===== config.mk =====
export PLATFORM = sky130hd
export DESIGN_NAME = pll_relock_seq
export DESIGN_NICKNAME = d
export VERILOG_FILES = /design/src/rtl/pll_seq_pkg.sv /design/src/rtl/pll_ctrl_reg.sv /design/src/rtl/pll_lock_timer.sv /design/src/rtl/pll_sel_out.sv /design/src/rtl/pll_relock_seq.sv
export SDC_FILE = /design/constraint.sdc
export NUM_CORES = 1
export LEC_CHECK = 0
export BUFFER_PORTS_ARGS = -buffer_cell sky130_fd_sc_hd__buf_2
export CORE_MARGIN = 4
export CORE_UTILIZATION = 35
export DETAILED_ROUTE_END_ITERATION = 6
export PLACE_DENSITY_LB_ADDON = 0.08
export SLEW_MARGIN = 10
export SYNTH_ARGS = -nofsm -noshare
export SYNTH_HDL_FRONTEND = slang
export SYNTH_SLANG_ARGS = --single-unit

===== constraint.sdc =====
create_clock -name clk_i -period 1.89 [get_ports clk_i]
set_input_delay 0.0945 -clock clk_i [delete_from_list [all_inputs] [get_ports clk_i]]
set_output_delay 0.0945 -clock clk_i [all_outputs]
set_load 0.02 [all_outputs]

===== src/rtl/pll_seq_pkg.sv =====
`timescale 1ns/1ps
package pll_seq_pkg;
  typedef enum logic [1:0] {
    SEL_HALF   = 2'd0,
    SEL_PLL    = 2'd1,
    SEL_BYPASS = 2'd2
  } clk_sel_e;
endpackage


===== src/rtl/pll_ctrl_reg.sv =====
`timescale 1ns/1ps
module pll_ctrl_reg #(
  parameter int CTRL_W = 4,
  localparam int MULT_W = CTRL_W - 1
) (
  input  logic              clk_i,
  input  logic              rst_ni,
  input  logic              wr_en_i,
  input  logic [CTRL_W-1:0] wr_data_i,
  output logic              start_o,
  output logic              bypass_o,
  output logic [MULT_W-1:0] target_mult_o
);
  logic [CTRL_W-1:0] ctrl_q;
  logic              accept;

  assign accept        = wr_en_i && (wr_data_i != ctrl_q);
  assign start_o       = accept && (wr_data_i[CTRL_W-1:1] != '0);
  assign bypass_o      = accept && (wr_data_i[CTRL_W-1:1] == '0);
  assign target_mult_o = ctrl_q[CTRL_W-1:1];

  always_ff @(posedge clk_i or negedge rst_ni) begin
    if (!rst_ni)     ctrl_q <= '0;
    else if (accept) ctrl_q <= wr_data_i;
  end

  assert_same_write_ignored_R7: assert property (@(posedge clk_i) disable iff (!rst_ni)
    (wr_en_i && wr_data_i == ctrl_q) |=> $stable(ctrl_q));
  assert_write_lands_R2: assert property (@(posedge clk_i) disable iff (!rst_ni)
    accept |=> ctrl_q == $past(wr_data_i));
endmodule


===== src/rtl/pll_lock_timer.sv =====
`timescale 1ns/1ps
module pll_lock_timer #(
  parameter int LOCK_CYCLES = 131072,
  localparam int CNT_W = $clog2(LOCK_CYCLES + 1)
) (
  input  logic clk_i,
  input  logic rst_ni,
  input  logic start_i,
  input  logic abort_i,
  output logic busy_o,
  output logic done_o
);
  localparam logic [CNT_W-1:0] LAST = CNT_W'(LOCK_CYCLES - 1);

  logic [CNT_W-1:0] cnt_q;
  logic             busy_q;

  always_ff @(posedge clk_i or negedge rst_ni) begin
    if (!rst_ni) begin
      busy_q <= 1'b0;
      cnt_q  <= '0;
    end else if (start_i) begin
      busy_q <= 1'b1;
      cnt_q  <= '0;
    end else if (abort_i) begin
      busy_q <= 1'b0;
      cnt_q  <= '0;
    end else if (busy_q) begin
      if (cnt_q == LAST) begin
        busy_q <= 1'b0;
        cnt_q  <= '0;
      end else begin
        cnt_q <= cnt_q + CNT_W'(1);
      end
    end
  end

  assign busy_o = busy_q;
  assign done_o = busy_q && (cnt_q == LAST) && !start_i && !abort_i;

  assert_cnt_bound_R3: assert property (@(posedge clk_i) disable iff (!rst_ni)
    cnt_q <= LAST);
  assert_restart_zero_R8: assert property (@(posedge clk_i) disable iff (!rst_ni)
    start_i |=> (busy_q && cnt_q == '0));
  assert_cnt_advance_R3: assert property (@(posedge clk_i) disable iff (!rst_ni)
    (busy_q && !start_i && !abort_i && cnt_q != LAST) |=>
      (busy_q && cnt_q == $past(cnt_q) + CNT_W'(1)));
  assert_abort_idle_R6: assert property (@(posedge clk_i) disable iff (!rst_ni)
    (abort_i && !start_i) |=> !busy_q);
endmodule


===== src/rtl/pll_sel_out.sv =====
`timescale 1ns/1ps
module pll_sel_out
  import pll_seq_pkg::*;
#(
  parameter int MULT_W = 3
) (
  input  logic              clk_i,
  input  logic              rst_ni,
  input  logic              done_i,
  input  logic              bypass_i,
  input  logic              busy_i,
  input  logic [MULT_W-1:0] target_mult_i,
  output logic [MULT_W-1:0] mult_o,
  output clk_sel_e          clk_sel_o
);
  logic [MULT_W-1:0] applied_q;

  always_ff @(posedge clk_i or negedge rst_ni) begin
    if (!rst_ni)       applied_q <= '0;
    else if (bypass_i) applied_q <= '0;
    else if (done_i)   applied_q <= target_mult_i;
  end

  always_comb begin
    if (busy_i)                clk_sel_o = SEL_HALF;
    else if (applied_q == '0)  clk_sel_o = SEL_BYPASS;
    else                       clk_sel_o = SEL_PLL;
  end

  assign mult_o = applied_q;

  assert_mult_hold_R5: assert property (@(posedge clk_i) disable iff (!rst_ni)
    (!done_i && !bypass_i) |=> $stable(applied_q));
  assert_bypass_zero_R6: assert property (@(posedge clk_i) disable iff (!rst_ni)
    bypass_i |=> applied_q == '0);
endmodule


===== src/rtl/pll_relock_seq.sv =====
`timescale 1ns/1ps
module pll_relock_seq
  import pll_seq_pkg::*;
#(
  parameter int CTRL_W      = 4,
  parameter int LOCK_CYCLES = 131072,
  localparam int MULT_W = CTRL_W - 1
) (
  input  logic              clk_i,
  input  logic              rst_ni,
  input  logic              wr_en_i,
  input  logic [CTRL_W-1:0] wr_data_i,
  output logic [1:0]        clk_sel_o,
  output logic [MULT_W-1:0] mult_o,
  output logic              lock_busy_o
);
  logic              start, bypass, done, busy;
  logic [MULT_W-1:0] target_mult;
  clk_sel_e          sel;

  pll_ctrl_reg #(.CTRL_W(CTRL_W)) u_reg (
    .clk_i, .rst_ni, .wr_en_i, .wr_data_i,
    .start_o(start), .bypass_o(bypass), .target_mult_o(target_mult)
  );

  pll_lock_timer #(.LOCK_CYCLES(LOCK_CYCLES)) u_timer (
    .clk_i, .rst_ni, .start_i(start), .abort_i(bypass),
    .busy_o(busy), .done_o(done)
  );

  pll_sel_out #(.MULT_W(MULT_W)) u_sel (
    .clk_i, .rst_ni, .done_i(done), .bypass_i(bypass), .busy_i(busy),
    .target_mult_i(target_mult), .mult_o(mult_o), .clk_sel_o(sel)
  );

  assign clk_sel_o   = sel;
  assign lock_busy_o = busy;

  assert_sel_legal_R9: assert property (@(posedge clk_i) disable iff (!rst_ni)
    clk_sel_o != 2'd3);
  assert_busy_iff_half_R9: assert property (@(posedge clk_i) disable iff (!rst_ni)
    lock_busy_o == (clk_sel_o == 2'd0));
  assert_pll_has_mult_R4: assert property (@(posedge clk_i) disable iff (!rst_ni)
    (clk_sel_o == 2'd1) |-> (mult_o != '0));
endmodule


# Word level (Yosys, flattened, before mapping)
# Index checks and enable logic that the tools add are counted.
[word_totals]
wordCells = 32
register_bits = 26
[classes]
addsub = 1
n_eq_ne = 2
reduce_logical = 13
muxes = 12
[op_table]
columns = ["cell", "n"]
rows = [
  ["18-bit 2-to-1 mux", 4],
  ["18-bit by 1-bit adder with 18-bit output, second input constant", 1],
  ["18-bit by 17-bit == test with 1-bit output, second input constant", 1],
  ["1-bit logical AND", 6],
  ["3-bit logical NOT", 2],
  ["3-bit 2-to-1 mux", 2],
  ["3-bit nonzero test", 2],
  ["1-bit 2-to-1 mux", 4],
  ["2-bit 2-to-1 mux", 2],
  ["4-bit inequality test", 1],
  ["1-bit logical NOT", 2],
  ["2-bit nonzero test", 1],
]

# Logic depth before layout (Yosys ltp)
# Gate-level depths: netlist (run 1).
[logic_depth]
ltp_word = 8
ltp_mapped = 6
depth_no_buf = 5

# Cells and area by module
# Synthesis (run 1) repeated with hierarchy kept, for this count alone.
[hier_totals]
cells_unflattened = 141
hier_area_um2 = 1381.3
[by_module_without_submodules]
columns = ["mod", "cells_per_inst", "area_per_inst_um2", "n_inst"]
rows = [
  ["pll_lock_timer", 110, 1021.0, 1],
  ["pll_ctrl_reg", 19, 229.0, 1],
  ["pll_sel_out", 12, 131.4, 1],
]

# Worst setup path after synthesis (run 1)
# No wires, ideal clock.
[synth_timing]
path_kind = "register to register"
start = "register u_timer.busy_q, in the netlist u_timer.busy_o"
end = "register u_timer.cnt_q[16]"
t_arrival_ns = 1.803
setup_ns = 0.078
t_required_ns = 1.812
slack_ns = 0.009
path_buffers = 2
stages_incl_launch_ff = 7
cell_sequence = "dfrtp_1 > buf_2 > nand2_1 > or4_1 > buf_2 > or3_1 > a21oi_1"
[synth_via]
elab_chain_len = 1
[synth_lines]
columns = ["item", "line", "text"]
rows = [
  ["start: declaration", "pll_lock_timer.sv:16", "logic busy_q;"],
  ["start signal: assignment", "pll_lock_timer.sv:20", "busy_q <= 1'b0;"],
  ["start signal: assignment", "pll_lock_timer.sv:23", "busy_q <= 1'b1;"],
  ["start signal: assignment", "pll_lock_timer.sv:26", "busy_q <= 1'b0;"],
  ["3-bit nonzero test (no line)", "n/a", ""],
  ["end signal: assignment", "pll_lock_timer.sv:33", "cnt_q <= cnt_q + CNT_W'(1);"],
  ["end: declaration", "pll_lock_timer.sv:15", "logic [CNT_W-1:0] cnt_q;"],
]
# Every way passes these cells.
# A chain may end at the register's enable or synchronous reset.

# Worst setup path in the final report (run 1)
[layout_timing]
start = "register u_timer.cnt_q[1]"
end = "register u_timer.cnt_q[14]"
[layout_via]
elab_chain_len = 5
word_cells_on_any_way = 6
classes_between = "add/sub (1); eq/ne (1); mux (4)"
[layout_lines]
columns = ["item", "line", "text"]
rows = [
  ["18-bit by 1-bit adder with 18-bit output or 18-bit by 17-bit == test with 1-bit output (tied branches)", "pll_lock_timer.sv:33, pll_lock_timer.sv:29", ""],
  ["18-bit 2-to-1 mux (*)", "pll_lock_timer.sv:29", "if (cnt_q == LAST) begin"],
  ["18-bit 2-to-1 mux (*)", "pll_lock_timer.sv:28", "end else if (busy_q) begin"],
  ["18-bit 2-to-1 mux (*)", "pll_lock_timer.sv:25", "end else if (abort_i) begin"],
  ["18-bit 2-to-1 mux (*)", "pll_lock_timer.sv:22", "end else if (start_i) begin"],
]
# Mark *: on every way between the ends. The rest lies on a longest branch, timed or not. The select of a mux whose other input is x is not followed.

==> results of run 1 <==
[worst max-delay path by stage]
stage	startpoint	to	depth (start not counted)
after detailed placement	u_timer.cnt_q[1]$_DFFE_PN0P_	u_timer.cnt_q[14]$_DFFE_PN0P_	5
after CTS	u_timer.cnt_q[1]$_DFFE_PN0P_	u_timer.cnt_q[14]$_DFFE_PN0P_	5
final	u_timer.cnt_q[1]$_DFFE_PN0P_	u_timer.cnt_q[14]$_DFFE_PN0P_	5
after global placement	u_timer.cnt_q[1]$_DFFE_PN0P_	u_timer.cnt_q[16]$_DFFE_PN0P_	5
after floorplan	u_timer.busy_o$_DFF_PN0_	u_timer.cnt_q[16]$_DFFE_PN0P_	6
after global routing	u_timer.cnt_q[1]$_DFFE_PN0P_	u_timer.cnt_q[14]$_DFFE_PN0P_	5
[synth_stat cells, types with 3 or more instances]
cell and n:
nor2_1 13, nand3b_1 3, mux2_2 4, dfrtp_1 26, a21oi_1 6, o311ai_0 5, or3_1 6, nand4_1 10
a31oi_1 3, clkbuf_1 5, o21ai_0 3, nor4_1 6, xnor2_1 6, nor3_1 4, o211ai_1 3, nand3_1 9
nand2_1 10, inv_1 3, xor2_1 6
[report_power, final]
part | switching [W] | leakage [nW] | internal, W | total, W
clock | 0.000162 | 0.0216 | 0.000143 | 0.000305
combinational | 0.0000921 | 0.309 | 0.0000608 | 0.000153
sequential | 0.0000164 | 0.350 | 0.000576 | 0.000592
[state kept, by name, summed over array words and instances (netlist names)]
name and count:
u_timer.cnt_q 18, u_timer.busy_o 1, u_sel.mult_o 3, u_reg.ctrl_q 4
[kinds of logic after synthesis]
family,after synthesis,share of synthesized area (%)
simple gates,66,24.7
compound gates,30,15.1
flops,26,45.7
xor+xnor,12,7.38
buf+inv,11,3.08
mux,4,3.16
fa+ha+maj,1,0.879
[area by class of cell]
class	count	area [um2]
Tap cell	48	60.1
Fill cell	380	2110
Sequential cell	26	651
Timing Repair Buffer	29	190
Multi-Input combinational cell	113	733
Clock buffer	3	41.3
Inverter	4	15.0
[metrics by stage]
stage          utilization [%]  worst slack, ns  hold slack (ns)
2_1_floorplan                -          0.00884           -0.201
3_3_place_gp              42.9           0.0645            0.137
3_5_place_dp              42.9           0.0267            0.137
4_1_cts                   44.2          0.00118           0.0812
5_1_grt                   44.5           0.0226           0.0865
6_report                  44.5            0.119           0.0891
[layer usage]
metal	vias to the layer above	part of all wire (%)	GRT usage (%)	wire length (um)
li1	616	-	-	-
met5	-	0	0	0
met4	0	0.49	2.51	17
met2	17	46	23.1	1570
met1	607	50	19.7	1730
met3	2	3.5	3.37	121
[repair_timing]
item	4_1_cts	5_1_grt
resized for setup	0	1
hold buffers	1	0
setup buffers	0	1
endpoints found under the hold margin	26	0
setup endpoints to repair	0	10
==> results.toml, run 1 <==
[synthesis]
synth.cell_area_mm2 = 0.00142
ys_async_sr_fraction_pct = 100
yosys_warnings = 0
ys_ff_latch = 26
synth_area_leader_cell = "dfrtp_1"
synthTopCellsByArea = "dfrtp_1 (46%), nand4_1 (4.4%), xnor2_1 (3.7%)"
synth_cells = 150
synthDominantCellAreaShare_pct = 45.7
synth_ff_type = "dfrtp_1"
syn_nets = 158
syn_avg_cell_area_um2 = 9.49
ys_types = 33
synth-edff-count = 0
synth-seq-area-share_pct = 45.7

[min_path]
holdPathEnd = "u_reg.ctrl_q[0]$_DFFE_PN0P_"
hp-start = "wr_data_i[0]"
whs_path_depth = 2
hold_class = "in -> reg"

[routing]
wirelength_um = 3440
wire_per_inst_um = 15.4
drtIter0Drc = 61
detail-route-antenna-nets = 0
vias = 1242
post-route-drc-count = 0
drtPass1Iterations = 4
routed_via_density = 5.57

[global_routing]
grt_max_degree = 27
grt_pass1_vias = 1219
antenna_found_initial = 0
overflow = 0
grt_use_total_pct = 14.3
grt_first_pass_wirelength_um = 5890

[critical_path]
rr_endpoint = "u_timer.cnt_q[14]$_DFFE_PN0P_"
endpoint_kind = "flop"
worstPathArrival_ns = 1.96
reg2reg_slack_ns = 0.12
startpoint_type = "flop"
r2r_start = "u_timer.cnt_q[1]$_DFFE_PN0P_"
cp_top_family = "simple AND/OR/NAND/NOR gates"
cp_max_fo = 6
cpPeakStageDelay_ns = 0.53
crit_chain = "ha_1 -> nand2_1 -> or4_4 -> or3_1 -> a21oi_1"
worstPathRequired_ns = 2.08
crit_buf_inv = 0
reg2regPathDepth = 5
critPathKind = "reg -> reg"
slowest_stage = "or4_4"

[placement]
hpwl_um = 2480
gp_congestion = 0.768
port_buffers = 12
place_inst = 218
place_area_mm2 = 0.00163

[floorplanning]
dieArea_mm2 = 0.00515
rows = 22
die_h_um = 71.8
start_util_pct = 37.5
die_w_um = 71.8
core_mm2 = 0.00380
io_pins = 13

[final_layout]
fin_area_mm2 = 0.00169
final_cell_mix = "dfrtp_1 (26), buf_4 (16), nor2_1 (13)"
final_nets = 185
syn2layout_area_growth_pct = 18.7
num_antenna_cells = 0
mostFrequentLayoutCell = "dfrtp_1"
final_layout_size_suffix_gt1_share_pct = 22.9
final-instance-count-excl-fill = 223

[timing]
setup_violations = 0
finalCritPeriodShare_pct = 93.7
fin_crit_ns = 1.77
maxSlewViolCount = 0
final-hold-violation-count = 0
rsz0062_at_grt = "no"
skew_ns = 0.00460
fin_setup_tns_ns = 0
worst_pin_slew_ns = 0.687
relSlewSlack_pct = 54.2
max_freq_mhz = 565

[clock_network]
path_clk_slew_ns = 0.08
htreeDepth = 1
cts_tree = "yes"
clock-sinks = 26
clock_latency_ns = 0.27
clk_path_buf_depth = 2
cts_made_buffers = 3
ctsRootBufferMaster = "clkbuf_8"

[power]
power.density_mw_per_mm2 = 621
peakVddDrop_uv = 417
power.leakage_nw = 0.681
totalPowerFinal_w = 0.00105

[job]
drv_cap = 0

[outcome]
outcome = "finished clean"
Note: power is estimated with default switching activity, not from simulation.
==> run 2, diff against run 1 <==
Settings changed: CELL_PAD_IN_SITES_DETAIL_PLACEMENT from default to 0, CELL_PAD_IN_SITES_GLOBAL_PLACEMENT from default to 1, CORE_ASPECT_RATIO from default to 2.
==> run 2 against run 1 <==
Against the previous run: register-to-register slack lost 0.03 ns; worst setup slack worse by 0.026 ns; critical path depth is 1 lower; maximum frequency decreased by 1.4%; first-iteration DRC count down 69%; combinational power about the same; final cell count rose by 1.8%; clock power is 22% higher; critical endpoint is now u_timer.cnt_q[13]$_DFFE_PN0P_; global-route usage is 2.2 points higher; sequential share of layout area decreased by 0.39 points.
==> results.toml, run 2 (synthesis gave the netlist of run 1 again) <==
[critical_path]
critPathKind = "reg -> reg"
worstPathRequired_ns = 2.08
cp_max_fo = 5
startpoint_type = "flop"
endpoint_kind = "flop"
worstPathArrival_ns = 1.99

[routing]
detail-route-antenna-nets = 0
routed_via_density = 5.73
drtIter0Drc = 19
wire_per_inst_um = 17.3
wirelength_um = 3920
vias = 1300
post-route-drc-count = 0
drtPass1Iterations = 4

[job]
drv_cap = 0

[clock_network]
path_clk_slew_ns = 0.10
clock_latency_ns = 0.28
ctsRootBufferMaster = "clkbuf_8"
clk_path_buf_depth = 2
htreeDepth = 1
clock-sinks = 26
cts_tree = "yes"
cts_made_buffers = 3

[floorplanning]
die_h_um = 98.2
start_util_pct = 36.7
dieArea_mm2 = 0.00521
core_mm2 = 0.00388
io_pins = 13
die_w_um = 53.1
rows = 32

[timing]
maxSlewViolCount = 0
finalCritPeriodShare_pct = 95.1
rsz0062_at_grt = "no"
skew_ns = 0.00867
fin_crit_ns = 1.80
worst_pin_slew_ns = 0.651
relSlewSlack_pct = 56.6
fin_setup_tns_ns = 0
max_freq_mhz = 557
setup_violations = 0
worst_slack_ns = 0.0934
final-hold-violation-count = 0

[placement]
port_buffers = 12
pre_cts_slack_ns = 0.0781
hpwl_um = 2940
place_area_mm2 = 0.00162
gp_congestion = 0.803

[final_layout]
fin_util_pct = 44.0
largest_register_ffs = 18
syn2layout_area_growth_pct = 19.9
num_antenna_cells = 0
regMostFlops = "u_timer.cnt_q"
fin_area_mm2 = 0.00171
final_nets = 185
final_cell_mix = "dfrtp_1 (26), buf_4 (16), nor2_1 (13)"
mostFrequentLayoutCell = "dfrtp_1"
final_layout_size_suffix_gt1_share_pct = 23.3

[min_path]
hold_class = "in -> reg"

[global_routing]
grt_first_pass_wirelength_um = 6370
antenna_found_initial = 0
overflow = 0
grt_max_degree = 27
grt_pass1_vias = 1366
grt_use_total_pct = 16.5

[power]
power.leakage_nw = 0.688
power.density_mw_per_mm2 = 653
totalPowerFinal_w = 0.00111
peakVddDrop_uv = 464

[outcome]
outcome = "finished clean"
[run 2: cell types whose count changed in the layout (fill, tap and decap cells not counted), sizes merged]
cell	before	now
clkbuf	3	4
[run 2: report_power, final]
group | switching, W | leakage, nW | internal [W] | total [W]
logic | 0.0000935 | 0.309 | 0.0000566 | 0.000150
clock network | 0.000184 | 0.0288 | 0.000187 | 0.000371
registers | 0.0000180 | 0.350 | 0.000576 | 0.000594
[run 2: routing by layer]
layer	up-vias	global-route usage (%)	wire length, um
met5	-	0	0
met4	0	8.66	159
met3	13	1.68	123
met2	33	30.7	2230
met1	635	16.7	1410
li1	619	-	-
[run 2: repair_timing]
item,in CTS,in global routing
hold buffers,1,0
hold endpoints to repair,26,0
setup endpoints to repair,0,7
gates resized for setup,0,1
setup buffers,0,2
[run 2: cell type report]
| cell class | count | area [um2] |
|---|---|---|
| fillers | 414 | 2180 |
| multi-input cells | 113 | 733 |
| flip-flops and latches | 26 | 651 |
| repair buffers | 29 | 190 |
| well taps | 51 | 63.8 |
| clock buffers | 4 | 55.1 |
| inverters | 4 | 15.0 |
[run 2: final timing paths]
check | from | endpoint | slack, ns | cells after the start
worst max-delay path | u_timer.cnt_q[11]$_DFFE_PN0P_ | u_timer.cnt_q[13]$_DFFE_PN0P_ | 0.09 | 4
worst min-delay path | wr_data_i[0] | u_reg.ctrl_q[0]$_DFFE_PN0P_ | 0.08 | 2
worst max register to register | u_timer.cnt_q[11]$_DFFE_PN0P_ | u_timer.cnt_q[13]$_DFFE_PN0P_ | 0.09 | 4
worst min register to register | u_reg.ctrl_q[0]$_DFFE_PN0P_ | u_reg.ctrl_q[0]$_DFFE_PN0P_ | 0.54 | 1
max in group asynchronous | rst_ni | u_timer.cnt_q[8]$_DFFE_PN0P_ | 1.12 | 2
min in group asynchronous | rst_ni | u_sel.mult_o[1]$_DFFE_PN0P_ | 0.35 | 2
[run 2: through the flow]
stage / hold slack, ns / std cells
finish: 0.0810 / 227
global route: 0.0720 / 227
CTS: 0.0821 / 225
detailed placement: 0.140 / 220
global placement: 0.134 / 220
floorplan: -0.201 / 150
[run 2: worst max-delay path: stages (launching register included)]
cell	delay, ns
dfrtp_1	0.41
nand4_1	0.21
or4_1	0.60
or3_1	0.33
a31oi_1	0.17
==> run 3, diff against run 2 <==
Settings changed: CORE_UTILIZATION 35 to 48.
Clock period 1.89 ns to 2.29 ns, I/O delays scaled along.
==> run 3 against run 2 <==
Against the previous run: clock-buffer cell count stayed put; non-clock buffer count is 13 lower; flip-flop and latch count stayed put; first-iteration DRC count grew to 2.6 times the previous value; combinational power is 31% lower; global-route usage is 3.0 points higher; via count is 3.5% lower; hold slack better by 0.011 ns; largest cell class unchanged.
==> results.toml, run 3 (synthesis gave the netlist of run 1 again) <==
[routing]
drtIter0Drc = 49
wirelength_um = 3280
post-route-drc-count = 0
detail-route-antenna-nets = 0
wire_per_inst_um = 17.1
routed_via_density = 6.53
vias = 1254
drtPass1Iterations = 4

[timing]
rsz0062_at_grt = "no"
relSlewSlack_pct = 56.5
fin_crit_ns = 1.94
final-hold-violation-count = 0
maxSlewViolCount = 0
finalCritPeriodShare_pct = 84.9
worst_pin_slew_ns = 0.652
max_freq_mhz = 514
fin_setup_tns_ns = 0
setup_violations = 0
skew_ns = 0.00439

[final_layout]
largest_register_ffs = 18
mostFrequentLayoutCell = "dfrtp_1"
final_layout_size_suffix_gt1_share_pct = 16.6
regMostFlops = "u_timer.cnt_q"
n_fill_cell = 278
syn2layout_area_growth_pct = 10.9
num_antenna_cells = 0
final_nets = 172
final_cell_mix = "dfrtp_1 (26), nor2_1 (13), buf_2 (12)"

[placement]
gp_congestion = 0.864
port_buffers = 12
hpwl_um = 2370

[floorplanning]
core_mm2 = 0.00280
io_pins = 13
dieArea_mm2 = 0.00395
die_h_um = 85.0
rows = 27
die_w_um = 46.5
start_util_pct = 50.8

[critical_path]
endpoint_kind = "flop"
crit_chain = "nand4_2 -> or4_1 -> o21ai_1 -> nor2_1"
slowest_stage = "or4_1"
startpoint_type = "flop"
crit_buf_inv = 0
critPathKind = "reg -> reg"
worstPathArrival_ns = 2.10
cp_top_family = "simple AND/OR/NAND/NOR gates"
cpPeakStageDelay_ns = 0.69
cp_max_fo = 8
worstPathRequired_ns = 2.45

[clock_network]
ctsRootBufferMaster = "clkbuf_8"
path_clk_slew_ns = 0.09
htreeDepth = 1
cts_setup_buffers = 0
clock_latency_ns = 0.28
clk_path_buf_depth = 2
cts_tree = "yes"
clock-sinks = 26
cts_made_buffers = 3

[min_path]
hold_class = "in -> reg"

[power]
power.density_mw_per_mm2 = 570
power.leakage_nw = 0.618
peakVddDrop_uv = 443
totalPowerFinal_w = 0.000901

[global_routing]
grt_use_total_pct = 19.5
grt_max_degree = 27
grt_first_pass_wirelength_um = 5820
overflow = 0
antenna_found_initial = 0
grt_pass1_vias = 1283

[job]
drv_cap = 0

[outcome]
outcome = "finished clean"
## run 3: cell count changes in the layout (fill, tap and decap cells not counted)
cell	before	now
buf_4	16	3
or4_1	1	2
or4_4	1	0
## run 3: worst paths after layout
kind                                               from                            end  slack [ns]  depth (start not counted)
min reg2reg                 u_reg.ctrl_q[0]$_DFFE_PN0P_    u_reg.ctrl_q[0]$_DFFE_PN0P_        0.55                          1
max in group asynchronous                        rst_ni  u_timer.cnt_q[16]$_DFFE_PN0P_        1.53                          2
min                                        wr_data_i[0]    u_reg.ctrl_q[0]$_DFFE_PN0P_        0.09                          2
max                        u_timer.cnt_q[9]$_DFFE_PN0P_   u_timer.cnt_q[2]$_DFFE_PN0P_        0.35                          4
min in group asynchronous                        rst_ni    u_reg.ctrl_q[0]$_DFFE_PN0P_        0.37                          2
max reg2reg                u_timer.cnt_q[9]$_DFFE_PN0P_   u_timer.cnt_q[2]$_DFFE_PN0P_        0.35                          4
## run 3: what timing repair did
action / 4_1_cts / 5_1_grt
hold buffers: 1 / 0
endpoints found under the hold margin: 26 / 0
resized for setup: 0 / 0
setup endpoints to repair: 0 / 0
## run 3: power breakdown
group          leakage, nW  switching [W]  internal, W
Combinational        0.240      0.0000649    0.0000381
Sequential           0.350      0.0000212     0.000475
Clock               0.0288       0.000147     0.000154
## run 3: area by class of cell
| cell class | instances | area (um2) | area share, % |
|---|---|---|---|
| Timing Repair Buffer | 16 | 92.6 | 5.86 |
| Clock buffer | 4 | 55.1 | 3.49 |
| Inverter | 4 | 15.0 | 0.951 |
| Multi-Input combinational cell | 113 | 729 | 46.2 |
| Tap cell | 29 | 36.3 | 2.30 |
| Sequential cell | 26 | 651 | 41.2 |
## run 3: stage by stage
| stage | instance area, um2 | hold slack (ns) | utilization, % | instances | setup slack [ns] |
|---|---|---|---|---|---|
| CTS | 1580 | 0.0971 | 56.3 | 192 | 0.324 |
| detailed placement | 1510 | 0.147 | 54.0 | 187 | 0.355 |
| floorplan | 1420 | -0.181 | - | 150 | 0.409 |
| global route | 1580 | 0.100 | 56.3 | 192 | 0.212 |
| global placement | 1510 | 0.140 | 54.0 | 187 | 0.408 |
| finish | 1580 | 0.0920 | 56.3 | 192 | 0.345 |
## run 3: metal layers
layer	GRT usage, %	vias up	part of all wire [%]
met1	23.3	618	38
met5	0	-	0
met4	7.25	0	2.1
met2	33.2	33	55
li1	-	594	-
met3	2.97	9	4.8
